File: src/rtl/tsf_pkg.sv
package tsf_pkg;

    // Per-flag stored state: the visible flag and its clear-permission bit.
    typedef struct packed {
        logic flag;
        logic armed;
    } tsf_cell_t;

endpackage

File: src/rtl/tsf_set_logic.sv
module tsf_set_logic #(
    parameter int NUM_MATCH = 2
) (
    input  logic                 cnt_ovf,
    input  logic                 cnt_unf,
    input  logic [NUM_MATCH-1:0] cmp_eq,
    input  logic [NUM_MATCH-1:0] cap_evt,
    input  logic [NUM_MATCH-1:0] mode_cap,
    output logic [NUM_MATCH:0]   set_evt
);

    // Match flags sit in the low bits; the wrap flag sits just above them.
    for (genvar gi = 0; gi < NUM_MATCH; gi++) begin : g_match
        always_comb begin
            set_evt[gi] = mode_cap[gi] ? cap_evt[gi] : cmp_eq[gi];
        end
    end

    always_comb begin
        set_evt[NUM_MATCH] = cnt_ovf | cnt_unf;
    end

endmodule

File: src/rtl/tsf_flag_cell.sv
module tsf_flag_cell
    import tsf_pkg::*;
(
    input  logic clk,
    input  logic rst_n,
    input  logic set_evt,
    input  logic rd_arm,
    input  logic wr_zero,
    output logic flag
);

    tsf_cell_t cell_d;
    tsf_cell_t cell_q;
    logic      clr_ok;

    always_comb begin
        cell_d = cell_q;
        clr_ok = wr_zero & cell_q.armed;
        if (set_evt) begin
            // A new event wins and withdraws any earlier clear permission.
            cell_d.flag  = 1'b1;
            cell_d.armed = 1'b0;
        end else if (clr_ok) begin
            cell_d.flag  = 1'b0;
            cell_d.armed = 1'b0;
        end else if (rd_arm && cell_q.flag) begin
            cell_d.armed = 1'b1;
        end
    end

    always_ff @(posedge clk) begin
        if (!rst_n) begin
            cell_q <= '0;
        end else begin
            cell_q <= cell_d;
        end
    end

    assign flag = cell_q.flag;

endmodule

File: src/rtl/tsf_read_port.sv
module tsf_read_port #(
    parameter int REG_W     = 8,
    parameter int NUM_FLAGS = 3
) (
    input  logic [NUM_FLAGS-1:0] flags,
    output logic [REG_W-1:0]     rdata
);

    localparam int PAD_W = REG_W - NUM_FLAGS;

    always_comb begin
        rdata = {{PAD_W{1'b1}}, flags};
    end

endmodule

File: src/rtl/tsf_status_reg.sv
module tsf_status_reg #(
    parameter int REG_W     = 8,
    parameter int NUM_MATCH = 2
) (
    input  logic                   clk,
    input  logic                   rst_n,
    input  logic                   cnt_ovf,
    input  logic                   cnt_unf,
    input  logic [NUM_MATCH-1:0]   cmp_eq,
    input  logic [NUM_MATCH-1:0]   cap_evt,
    input  logic [NUM_MATCH-1:0]   mode_cap,
    input  logic                   cpu_sel,
    input  logic                   cpu_rd,
    input  logic                   cpu_wr,
    input  logic [REG_W-1:0]       cpu_wdata,
    output logic [REG_W-1:0]       cpu_rdata,
    input  logic [NUM_MATCH:0]     irq_en,
    output logic [NUM_MATCH:0]     irq
);

    localparam int NUM_FLAGS = NUM_MATCH + 1;

    logic [NUM_FLAGS-1:0] set_evt;
    logic [NUM_FLAGS-1:0] flags;
    logic                 rd_arm;
    logic                 wr_hit;
    logic                 wdata_hi_unused;

    assign rd_arm          = cpu_sel & cpu_rd;
    assign wr_hit          = cpu_sel & cpu_wr;
    assign wdata_hi_unused = ^cpu_wdata[REG_W-1:NUM_FLAGS];

    tsf_set_logic #(
        .NUM_MATCH (NUM_MATCH)
    ) u_set (
        .cnt_ovf  (cnt_ovf),
        .cnt_unf  (cnt_unf),
        .cmp_eq   (cmp_eq),
        .cap_evt  (cap_evt),
        .mode_cap (mode_cap),
        .set_evt  (set_evt)
    );

    for (genvar gf = 0; gf < NUM_FLAGS; gf++) begin : g_cell
        tsf_flag_cell u_cell (
            .clk     (clk),
            .rst_n   (rst_n),
            .set_evt (set_evt[gf]),
            .rd_arm  (rd_arm),
            .wr_zero (wr_hit & ~cpu_wdata[gf]),
            .flag    (flags[gf])
        );
    end

    tsf_read_port #(
        .REG_W     (REG_W),
        .NUM_FLAGS (NUM_FLAGS)
    ) u_rd (
        .flags (flags),
        .rdata (cpu_rdata)
    );

    assign irq = flags & irq_en;

endmodule

File: config.mk
export PLATFORM = sky130hd
export DESIGN_NAME = tsf_status_reg
export DESIGN_NICKNAME = d
export VERILOG_FILES = /design/src/rtl/tsf_pkg.sv /design/src/rtl/tsf_set_logic.sv /design/src/rtl/tsf_flag_cell.sv /design/src/rtl/tsf_read_port.sv /design/src/rtl/tsf_status_reg.sv
export SDC_FILE = /design/constraint.sdc
export NUM_CORES = 1
export LEC_CHECK = 0
export BUFFER_PORTS_ARGS = -buffer_cell sky130_fd_sc_hd__buf_2
export CAP_MARGIN = 20
export CORE_AREA = 8 8 45 47
export DETAILED_ROUTE_END_ITERATION = 10
export DIE_AREA = 0 0 53 55
export GPL_TIMING_DRIVEN = 0
export SLEW_MARGIN = 30
export SYNTH_ARGS = -nofsm -noshare
export SYNTH_HDL_FRONTEND = slang
export SYNTH_SLANG_ARGS = --single-unit
File: constraint.sdc
create_clock -name clk -period 0.91 [get_ports clk]
set_clock_uncertainty 0.1 [all_clocks]
set_input_delay 0.182 -clock clk [delete_from_list [all_inputs] [get_ports clk]]
set_output_delay 0.182 -clock clk [all_outputs]
set_load 0.01 [all_outputs]
Word-level counts from Yosys, hierarchy flattened

Index checks and enable logic that the tools add are counted.

Bits in registers: 6
Input bits: 24
Word-level logic and storage cells: 43

Mux-type cells: 14
Bitwise operators: 14
Reduce and logical (&&, ||, !) cells: 9

Operators by type and width:

| kind               | count |
|---|---|
| 1-bit 2-to-1 mux   | 11 |
| 3-bit OR reduction | 3 |
| 1-bit bitwise AND  | 8 |
| 2-bit 2-to-1 mux   | 3 |
| 2-bit nonzero test | 3 |
| 1-bit NOT          | 4 |
| 3-bit bitwise AND  | 1 |
| 1-bit logical AND  | 3 |
| 1-bit OR           | 1 |

Longest topological paths before layout

Word-level depth: 5
Depth in mapped cells: 3
Mapped depth without buffers: 3

Cells and area by module

From an unflattened synthesis, not the netlist that was laid out.

Cell total of the unflattened synthesis: 43
Area total of the unflattened synthesis: 392.9 um2

By module, submodules not included:

| module         | times used | cells each | area an instance (um2) | seq. area each (um2) |
|---|---|---|---|---|
| tsf_flag_cell  | 3          | 8          | 80.1                   | 40.0 |
| tsf_read_port  | 1          | 9          | 63.8                   | 0.0 |
| tsf_status_reg | 1          | 7          | 52.6                   | 0.0 |
| tsf_set_logic  | 1          | 3          | 36.3                   | 0.0 |

Worst setup path after synthesis

OpenSTA, ideal clock, no wires.

Kind: reg-to-output
Start point: register g_cell[0].u_cell.cell_q, in the netlist g_cell[0].u_cell.flag
End point: output port irq[0]
Data arrival time: 0.499 ns
Slack: 0.129 ns
Cell stages (with the launch flop): 2
Path buffers: 0
Cell sequence: dfxtp_1 > and2_1

Longest elaborated chain between the ends: 1

RTL lines:

| what                   | line                 | RTL |
|---|---|---|
| start, declared        | tsf_flag_cell.sv:13  | `tsf_cell_t cell_q;` |
| start signal, assigned | tsf_flag_cell.sv:35  | `cell_q <= cell_d;` |
| 3-bit bitwise AND      | tsf_status_reg.sv:63 | `assign irq = flags & irq_en;` |
| end, declared          | tsf_status_reg.sv:18 | `output logic [NUM_MATCH:0] irq` |

Every way passes these cells.

Worst setup path after layout

Start point: register g_cell[1].u_cell.cell_q, in the netlist g_cell[1].u_cell.flag
End point: output port irq[1]

Longest elaborated chain between the ends: 1

RTL lines:

| what                   | line |
|---|---|
| start, declared        | tsf_flag_cell.sv:13 |
| start signal, assigned | tsf_flag_cell.sv:35 |
| 3-bit bitwise AND      | tsf_status_reg.sv:63 |

Every way passes these cells.

==> flow_summary.json <==
{
  "post-place-ws_ns": 0.0235,
  "drive_gt1_share_pct": 57.5,
  "start_util_pct": 24.0,
  "reg2reg_to": "g_cell[2].u_cell.flag$_SDFFE_PN0P_",
  "io_buffers": 24,
  "gp_congestion": 0.744,
  "cts_tree": "built",
  "netlist_area_um2": 332,
  "start_kind": "register",
  "failed_checks": "setup timing",
  "drt_pass1_iterations": 4,
  "grt_pass1_wl_mm": 1.41,
  "grt_pass1_vias": 338,
  "synth.distinct_cells": 11,
  "synth_area_per_cell_um2": 8.50,
  "antenna_found_initial": 0,
  "antenna_left": 0,
  "status": "finished with violations",
  "die_area_um2": 2920,
  "via_per_inst": 4.24,
  "ys.warnings.count": 0,
  "grt_overflow_total": 0,
  "num-fill-cells": 157,
  "clk_latency_ns": 0.24,
  "ys_ff_latch": 6,
  "path_cells": "and2_1, buf_2",
  "worstPathArrival_ns": 0.82,
  "period_minus_slack_ns": 1.10,
  "route.detailed.drc": 0,
  "endpoint_kind": "primary output",
  "clk_pin_slew_ns": 0.05,
  "netlist_instances": 39,
  "hold_class": "in -> reg",
  "worstHoldStart": "cnt_ovf",
  "cts_buffer_depth": 2,
  "max_freq_ghz": 0.911,
  "slew_viol_final": 0,
  "setup_viol": 6,
  "finalNetCount": 99,
  "p_leak_nw": 0.290,
  "power_density_nw_per_um2": 1270,
  "slowest_stage": "dfxtp_2",
  "hold_ws_ns": 0.101,
  "synth-seq-area-share_pct": 36.2,
  "drt_first_iter_violations": 6,
  "grt_max_degree": 7,
  "fin_crit_sh_pct": 121,
  "clock-root-buffer": "clkbuf_4",
  "hold_viol": 0,
  "fin_ws_ns": -0.187,
  "crit_path_max_incr_delay_ns": 0.32,
  "row_count": 14,
  "fp.dieH_um": 55,
  "hold_buffers": 0,
  "rr_worst_depth": 3,
  "n_antenna_cell": 0,
  "htree_levels": 1,
  "whs_endpoint": "g_cell[2].u_cell.flag$_SDFFE_PN0P_",
  "path_class": "reg -> out",
  "ioPinCount": 35,
  "cts_sinks": 6,
  "vias": 377,
  "holdPathStages": 3,
  "rsz0062_at_grt": "yes",
  "power_mw": 0.714,
  "ff2ff_setup_slack_ns": 0.05,
  "r2r-start": "g_cell[2].u_cell.cell_q[0]$_SDFFE_PP0P_",
  "path_max_fanout": 3,
  "core_area_um2": 1380,
  "finalWirelength_um": 947,
  "cap_violations": 0,
  "irDropWorstVdd_mv": 0.857,
  "cts_buffers": 3,
  "area_growth_pct": 69.8,
  "required_ns": 0.63,
  "gr-usage-all-layers_pct": 6.68,
  "wire_per_inst_um": 10.6,
  "die_w_um": 53
}
[area by class of cell]
| class | count | area [µm²] | share of cell area, % |
|---|---|---|---|
| clock buffers | 3 | 22.5 | 4.00 |
| plain buffers | 8 | 60.1 | 10.7 |
| multi-input cells | 29 | 169 | 30.0 |
| well taps | 16 | 20.0 | 3.56 |
| repair buffers | 27 | 168 | 29.8 |
| flip-flops and latches | 6 | 124 | 22.0 |
[how the worst max path moves through the flow]
stage                     slack (ns)  endpoint                                from
after floorplan                 0.13    irq[0]  g_cell[0].u_cell.flag$_SDFFE_PN0P_
after global placement          0.04    irq[0]  g_cell[0].u_cell.flag$_SDFFE_PN0P_
after detailed placement        0.02    irq[1]  g_cell[1].u_cell.flag$_SDFFE_PN0P_
after CTS                      -0.20    irq[1]  g_cell[1].u_cell.flag$_SDFFE_PN0P_
after global routing           -0.23    irq[0]  g_cell[0].u_cell.flag$_SDFFE_PN0P_
final                          -0.19    irq[1]  g_cell[1].u_cell.flag$_SDFFE_PN0P_
[report_power, final]
part,switching (mW),internal (mW)
clock network,0.0917,0.149
logic,0.0714,0.115
registers,0.00823,0.279
total,0.171,0.542
[timing repair]
item / CTS / global route
gates cloned: 0 / 0
gates resized for setup: 6 / 2
setup buffers: 3 / 0
setup endpoints to repair: 6 / 6
[stage by stage]
stage	instance area, µm²	setup TNS [ns]	utilization, %	cells
finish	563	-1.02	40.7	89
global route	563	-1.28	40.7	89
CTS	554	-1.12	40.1	89
detailed placement	487	0	35.2	83
global placement	487	0	35.2	83
floorplan	347	0	-	43
[cells by family (layout without fill, tap and decap cells)]
family                 after synthesis  in the layout  synth area share [%]
muxes                                2              2                  6.04
and+or+nand+nor                     16             16                  26.0
DFF                                  6              6                  36.2
buffers and inverters                8             38                  18.1
AOI/OAI and AO/OA                    6              6                  12.5
other                                1              5                  1.13
[cell usage after synthesis]
master / n / area (µm²)
dfxtp_1: 6 / 120
nor2_1: 4 / 15.0
a21boi_1: 3 / 22.5
a31oi_1: 3 / 18.8
nand3_1: 3 / 15.0
and2_1: 3 / 18.8
buf_4: 8 / 60.1
nand2_1: 3 / 11.3
conb_1: 1 / 3.75
mux2i_1: 2 / 20.0
nand4b_1: 3 / 26.3
[placed cells by master, fill, tap and decap left out, drive strengths merged]
master   n
nand2    3
and2     3
dfxtp    6
nand3    3
clkbuf   3
a31oi    3
nor2     4
buf     35
mux2i    2
a21boi   3
nand4b   3
conb     5
[critical path, delay by kind of cell, from the launching register on]
| family | cells | cell delay (ns) |
|---|---|---|
| flops | 1 | 0.32 |
| buf+inv | 1 | 0.13 |
| simple gates | 1 | 0.12 |
[metal layers]
metal  global-route usage [%]  wire, µm
met1                     7.02       334
met2                     9.77       429
met3                     6.95       184
met4                        0         0
met5                        0         0
[state kept, by name, indices dropped and copies added, names as in the netlist]
register and cells:
g_cell.u_cell.cell_q 3, g_cell.u_cell.flag 3
Note: power is estimated with default switching activity, not from simulation.
